===== config.mk =====
export PLATFORM = sky130hd
export DESIGN_NAME = eth_led_driver
export DESIGN_NICKNAME = d
export VERILOG_FILES = /design/src/rtl/eth_led_pkg.sv /design/src/rtl/eth_led_blink.sv /design/src/rtl/eth_led_stretch.sv /design/src/rtl/eth_led_map.sv /design/src/rtl/eth_led_driver.sv
export SDC_FILE = /design/constraint.sdc
export NUM_CORES = 1
export LEC_CHECK = 0
export BUFFER_PORTS_ARGS = -buffer_cell sky130_fd_sc_hd__buf_4
export CAP_MARGIN = 20
export CORE_MARGIN = 3
export CORE_UTILIZATION = 30
export CTS_CLUSTER_SIZE = 40
export DETAILED_ROUTE_END_ITERATION = 10
export SYNTH_ARGS = -nofsm -noshare
export SYNTH_HDL_FRONTEND = slang
export SYNTH_HIERARCHICAL = 1
export SYNTH_SLANG_ARGS = --single-unit

===== constraint.sdc =====
create_clock -name clk -period 5.4 [get_ports clk]
set_input_delay 1.08 -clock clk [delete_from_list [all_inputs] [get_ports clk]]
set_output_delay 1.08 -clock clk [all_outputs]
set_load 0.01 [all_outputs]

===== src/rtl/eth_led_pkg.sv =====
package eth_led_pkg;

  typedef enum logic {
    MAP_PER_EVENT = 1'b0,
    MAP_COMBINED  = 1'b1
  } led_map_e;

  localparam int EVT_TX  = 0;
  localparam int EVT_RX  = 1;
  localparam int EVT_COL = 2;
  localparam int N_EVT   = 3;

  typedef struct packed {
    logic pwr;
    logic link;
    logic dplx;
    logic spd;
  } led_pins_t;

  localparam led_pins_t PINS_DARK = '{pwr: 1'b1, link: 1'b1, dplx: 1'b1, spd: 1'b1};

  function automatic logic pick_level(input logic active, input logic phase, input logic steady);
    return active ? phase : steady;
  endfunction

endpackage


===== src/rtl/eth_led_blink.sv =====
module eth_led_blink #(
  parameter int HALF_PERIOD = 6_250_000
) (
  input  logic clk,
  input  logic rst,
  output logic phase_o
);
  localparam int PW = (HALF_PERIOD > 1) ? $clog2(HALF_PERIOD) : 1;
  localparam logic [PW-1:0] LAST = PW'(HALF_PERIOD - 1);

  logic [PW-1:0] pre_q;
  logic          phase_q;
  logic          wrap;

  assign wrap = (pre_q == LAST);

  always_ff @(posedge clk) begin
    if (rst) begin
      pre_q   <= '0;
      phase_q <= 1'b0;
    end else if (wrap) begin
      pre_q   <= '0;
      phase_q <= ~phase_q;
    end else begin
      pre_q   <= pre_q + 1'b1;
    end
  end

  assign phase_o = phase_q;

  AST_PHASE_HOLD: assert property (@(posedge clk) disable iff (rst)
    (pre_q != LAST) |=> (phase_o == $past(phase_o)));
  AST_PHASE_FLIP: assert property (@(posedge clk) disable iff (rst)
    (pre_q == LAST) |=> (phase_o != $past(phase_o)));
  AST_PRE_RANGE: assert property (@(posedge clk) disable iff (rst)
    (pre_q <= LAST));

endmodule


===== src/rtl/eth_led_stretch.sv =====
module eth_led_stretch #(
  parameter int HOLD = 12_500_000
) (
  input  logic clk,
  input  logic rst,
  input  logic strobe_i,
  output logic active_o
);
  localparam int CW = $clog2(HOLD + 1);
  localparam logic [CW-1:0] LOAD = CW'(HOLD);

  logic [CW-1:0] cnt_q;

  always_ff @(posedge clk) begin
    if (rst)                cnt_q <= '0;
    else if (strobe_i)      cnt_q <= LOAD;
    else if (cnt_q != '0)   cnt_q <= cnt_q - 1'b1;
  end

  assign active_o = (cnt_q != '0);

  AST_STRETCH_DECAY: assert property (@(posedge clk) disable iff (rst)
    (!strobe_i && cnt_q != '0) |=> (cnt_q == $past(cnt_q) - 1'b1));
  AST_STRETCH_REARM: assert property (@(posedge clk) disable iff (rst)
    strobe_i |=> active_o);
  AST_NO_OVERFLOW: assert property (@(posedge clk) disable iff (rst)
    (cnt_q <= LOAD));

endmodule


===== src/rtl/eth_led_map.sv =====
module eth_led_map
  import eth_led_pkg::*;
(
  input  logic             clk,
  input  logic             rst,
  input  logic             map_sel,
  input  logic             link_ok,
  input  logic             speed_100,
  input  logic             full_dup,
  input  logic [N_EVT-1:0] act_i,
  input  logic             phase_i,
  output led_pins_t        pins_o
);
  led_map_e  map;
  led_pins_t nxt;
  led_pins_t pins_q;
  logic      any_traffic;

  assign map         = led_map_e'(map_sel);
  assign any_traffic = act_i[EVT_TX] | act_i[EVT_RX];

  always_comb begin
    nxt.spd = ~speed_100;
    unique case (map)
      MAP_PER_EVENT: begin
        nxt.pwr  = pick_level(act_i[EVT_TX], phase_i, 1'b0);
        nxt.link = pick_level(act_i[EVT_RX], phase_i, 1'b0);
        nxt.dplx = pick_level(act_i[EVT_COL], phase_i, ~full_dup);
      end
      default: begin
        nxt.pwr  = 1'b0;
        nxt.link = pick_level(any_traffic, phase_i, 1'b0);
        nxt.dplx = ~full_dup;
      end
    endcase
    if (!link_ok) nxt.link = 1'b1;
  end

  always_ff @(posedge clk) begin
    if (rst) pins_q <= PINS_DARK;
    else     pins_q <= nxt;
  end

  assign pins_o = pins_q;

  AST_SPD_TRACK: assert property (@(posedge clk) disable iff (rst)
    1'b1 |=> (pins_o.spd == !$past(speed_100)));
  AST_PWR_COMBINED_LIT: assert property (@(posedge clk) disable iff (rst)
    map_sel |=> !pins_o.pwr);
  AST_DPLX_COMBINED: assert property (@(posedge clk) disable iff (rst)
    map_sel |=> (pins_o.dplx == !$past(full_dup)));
  AST_LINK_DOWN_OFF: assert property (@(posedge clk) disable iff (rst)
    !link_ok |=> pins_o.link);
  AST_QUIET_LINK_LIT: assert property (@(posedge clk) disable iff (rst)
    (link_ok && act_i == '0) |=> !pins_o.link);

endmodule


===== src/rtl/eth_led_driver.sv =====
module eth_led_driver
  import eth_led_pkg::*;
#(
  parameter int HALF_PERIOD = 6_250_000
) (
  input  logic clk,
  input  logic rst,
  input  logic map_sel,
  input  logic link_ok,
  input  logic speed_100,
  input  logic full_dup,
  input  logic tx_evt,
  input  logic rx_evt,
  input  logic col_evt,
  output logic led_pwr_n,
  output logic led_link_n,
  output logic led_dplx_n,
  output logic led_spd_n
);
  localparam int HOLD = 2 * HALF_PERIOD;

  logic             phase;
  logic [N_EVT-1:0] strobes;
  logic [N_EVT-1:0] active;
  led_pins_t        pins;

  assign strobes[EVT_TX]  = tx_evt;
  assign strobes[EVT_RX]  = rx_evt;
  assign strobes[EVT_COL] = col_evt;

  eth_led_blink #(.HALF_PERIOD(HALF_PERIOD)) u_blink (
    .clk     (clk),
    .rst     (rst),
    .phase_o (phase)
  );

  for (genvar e = 0; e < N_EVT; e++) begin : g_stretch
    eth_led_stretch #(.HOLD(HOLD)) u_stretch (
      .clk      (clk),
      .rst      (rst),
      .strobe_i (strobes[e]),
      .active_o (active[e])
    );
  end

  eth_led_map u_map (
    .clk       (clk),
    .rst       (rst),
    .map_sel   (map_sel),
    .link_ok   (link_ok),
    .speed_100 (speed_100),
    .full_dup  (full_dup),
    .act_i     (active),
    .phase_i   (phase),
    .pins_o    (pins)
  );

  assign led_pwr_n  = pins.pwr;
  assign led_link_n = pins.link;
  assign led_dplx_n = pins.dplx;
  assign led_spd_n  = pins.spd;

endmodule


==> impl_metrics.env <==
export IMPL_p_total_w=0.001948
export IMPL_r2r_end="g_stretch[1].u_stretch/cnt_q[2]"
export IMPL_internal_power_w=0.001353
export IMPL_sw_frac_of_total_pct=30.58
export IMPL_gp_congestion=0.8027
export IMPL_cap_violations=0
export IMPL_totalWireLength_um=13430
export IMPL_whs_path_depth=1
export IMPL_antenna_found_initial=0
export IMPL_area_growth_pct=9.987
export IMPL_seq_area_mm2=0.002002
export IMPL_placed_cell_area_mm2=0.005957
export IMPL_tns_ns=0
export IMPL_grt_max_degree=55
export IMPL_clock_skew_ns=0.005595
export IMPL_yosys_register_bits=100
export IMPL_post_cts_resized=0
export IMPL_track_usage_pct=13.47
export IMPL_layout_nets=686
export IMPL_leakage_nw=2.058
export IMPL_yosysTopAreaCell="dfxtp_1"
export IMPL_reg2regPathDepth=4
export IMPL_hold_class="reg -> reg"
export IMPL_io_pins=13
export IMPL_status="finished, final reports clean"
export IMPL_port_buffers=12
export IMPL_clkLatencyLatePin_ns=0.35
export IMPL_synth_edff_count=0
export IMPL_cts_root_buf="clkbuf_16"
export IMPL_die_h_um=144.0
export IMPL_die_w_um=144.0
export IMPL_ctsHtreeMaxLevel=3
export IMPL_hold_viol_final=0
export IMPL_power_switching_w=0.0005958
export IMPL_yosysMostFrequentCell="dfxtp_1"
export IMPL_hp_start="u_blink/pre_q[0]"
export IMPL_grt_ovfl_total=0
export IMPL_avgRoutedWirePerCell_um=14.86
export IMPL_tritoncts="built"
export IMPL_rr_startpoint="g_stretch[1].u_stretch/cnt_q[14]"
export IMPL_max_freq_ghz=0.4224
export IMPL_finalSetupViolations=0
export IMPL_drive_gt1_share_pct=11.26
export IMPL_syn_avg_cell_area_um2=8.501
export IMPL_synth_common_cells="100 x dfxtp_1, 65 x nor2_1, 44 x nor3_1, 35 x nand2_1, 35 x o21ai_0"
export IMPL_p_clk_share_pct=36.4
export IMPL_dr_total_vias=5168
export IMPL_grt_first_pass_wirelength_um=23170
export IMPL_ys_warn_count=6
export IMPL_die_area_mm2=0.02073
export IMPL_fin_crit_ns=2.368
export IMPL_ys_flop_type="dfxtp_1"
export IMPL_fill_cells=1864
export IMPL_max_slew_margin_pct=41.77
export IMPL_async_flop_share_pct=0
export IMPL_ys_types=55
export IMPL_seqPwrFrac_pct=44.5
export IMPL_combPwrFrac_pct=19.1
export IMPL_synthTopCellsByArea="dfxtp_1 35%, nor2_1 4.3%, nor3_1 3.9%"
export IMPL_drv_slew=0
export IMPL_grt_pass1_vias=4675
export IMPL_initial_utilization_pct=31.17
export IMPL_fin_area_mm2=0.006284
export IMPL_cts_buffers=9
export IMPL_firstDrtPassIters=5
export IMPL_holdBufCountCts=0
export IMPL_cts_setup_buffers=0
export IMPL_worst_path_max_fanout=13
export IMPL_seq_area_frac_synth_pct=35.04
export IMPL_drt_first_iter_violations=350
export IMPL_period_share_pct=43.84
export IMPL_multi_input_area_mm2=0.003492
export IMPL_dpl_hpwl_um=9255
export IMPL_ant_nets=0
export IMPL_syn_nets=688
export IMPL_drc=0
export IMPL_antenna_cells=0
export IMPL_synth_area_mm2=0.005713
export IMPL_end_kind="flip-flop"
export IMPL_avgViaCountPerCell=5.717
export IMPL_cts_sinks=100
export IMPL_irDropWorstVdd_v=0.0001719
export IMPL_reg2reg_setup_slack_ns=3.03
export IMPL_tightest_slew_ns=0.8716
export IMPL_core_mm2=0.01833
export IMPL_clock_path_buffers=2
export IMPL_yosysTopAreaCellShare_pct=35.04
export IMPL_crit_required_ns=5.68
export IMPL_whs_endpoint="u_blink/pre_q[0]"
export IMPL_syn_inst=672
export IMPL_rows=49
export IMPL_p_per_area_mw_per_mm2=310.1
export IMPL_rsz0062_at_grt="no"
export IMPL_worstPathArrival_ns=2.65
export IMPL_clk_pin_slew_worst_paths_ns=0.07
export IMPL_startpoint_type="flip-flop"
export IMPL_critPathKind="reg -> reg"
## flip-flops by register name, indices dropped and copies added (netlist names)
register	flops
g_stretch.u_stretch/cnt_q	72
u_blink/pre_q	23
u_map/pins_o	4
u_blink/phase_o	1
## cells in the final DEF (no fill, tap or decap), drive strengths merged, types with 4 or more instances in the layout
master	synthesis	routed
dfxtp	100	100
mux2i	12	12
o31ai	12	12
xor2	8	8
nand4	36	36
nand3	27	27
nand3b	4	4
and3	6	6
o21ai	36	36
a31oi	15	15
nor3	47	47
and4	13	13
buf	14	13
a211oi	12	12
o41ai	6	6
or3	27	27
a2111o	6	6
nor2b	8	8
nor2	68	68
clkbuf	12	11
o211ai	4	4
nand2	38	38
o311a	6	6
nand4b	4	4
inv	18	19
a21oi	29	29
or4	18	18
a311oi	9	9
xnor2	6	6
nor3b	9	9
nor4	24	24
ha	7	7
## kinds of logic after synthesis
kind of cell	Yosys count	synth area share (%)
AND/OR/NAND/NOR	338	36.49
AO/OA/AOI/OAI	154	18.86
flip-flops	100	35.04
buffers and inverters	47	3.833
XOR/XNOR	14	2.146
multiplexers	12	2.103
adder cells (fa/ha/maj)	7	1.533
## worst max-delay path: stages (launching register included)
cell,delay [ns]
dfxtp_1,0.41
nor4_4,0.53
nand4_1,0.64
o21ai_0,0.49
mux2i_1,0.22
## through the flow
| stage | worst slack [ns] | instances | utilization [%] | hold WS [ns] |
|---|---|---|---|---|
| after floorplan | 3.537 | 672 | - | 0.4398 |
| after global placement | 2.831 | 888 | 32.50 | 0.4586 |
| after detailed placement | 2.834 | 888 | 32.50 | 0.4688 |
| after CTS | 3.053 | 904 | 34.28 | 0.4850 |
| after global routing | 2.846 | 904 | 34.28 | 0.5086 |
| final | 3.032 | 904 | 34.28 | 0.4842 |
## power by group through the flow
stage | clock, W | combinational (W) | sequential, W
final | 0.000709 | 0.000372 | 0.000868
after global routing | 0.000765 | 0.000418 | 0.000878
after CTS | 0.000738 | 0.000370 | 0.000866
after detailed placement | 0 | 0.000369 | 0.000883
after global placement | 0 | 0.000367 | 0.000882
after floorplan | 0 | 0.000295 | 0.000865
## routing by layer
layer,vias up,track usage [%],part of all wire (%)
li1,2628,-,-
met4,0,3.320,0.86
met2,79,21.09,45
met5,-,0,0
met1,2452,18.85,50
met3,9,3.042,3.6
## worst max-delay path by stage
| stage | from | endpoint | slack [ns] |
|---|---|---|---|
| finish | g_stretch[1].u_stretch/cnt_q[14] | g_stretch[1].u_stretch/cnt_q[2] | 3.03 |
| floorplan | tx_evt | g_stretch[0].u_stretch/cnt_q[2] | 3.54 |
| global placement | rst | u_blink/pre_q[16] | 2.83 |
| CTS | g_stretch[1].u_stretch/cnt_q[14] | g_stretch[1].u_stretch/cnt_q[2] | 3.05 |
| detailed placement | rst | u_blink/pre_q[22] | 2.83 |
| global route | g_stretch[2].u_stretch/cnt_q[14] | g_stretch[2].u_stretch/cnt_q[2] | 2.85 |
## cell type report
cell class / instances / area share, %
tap: 229 / 4.560
sequential: 100 / 31.86
inverter: 21 / 1.254
multi-input combinational: 525 / 55.58
timing repair buffer: 13 / 1.553
clock buffer: 11 / 3.863
clock inverter: 5 / 1.334
Power figures use the tool's default switching activity.
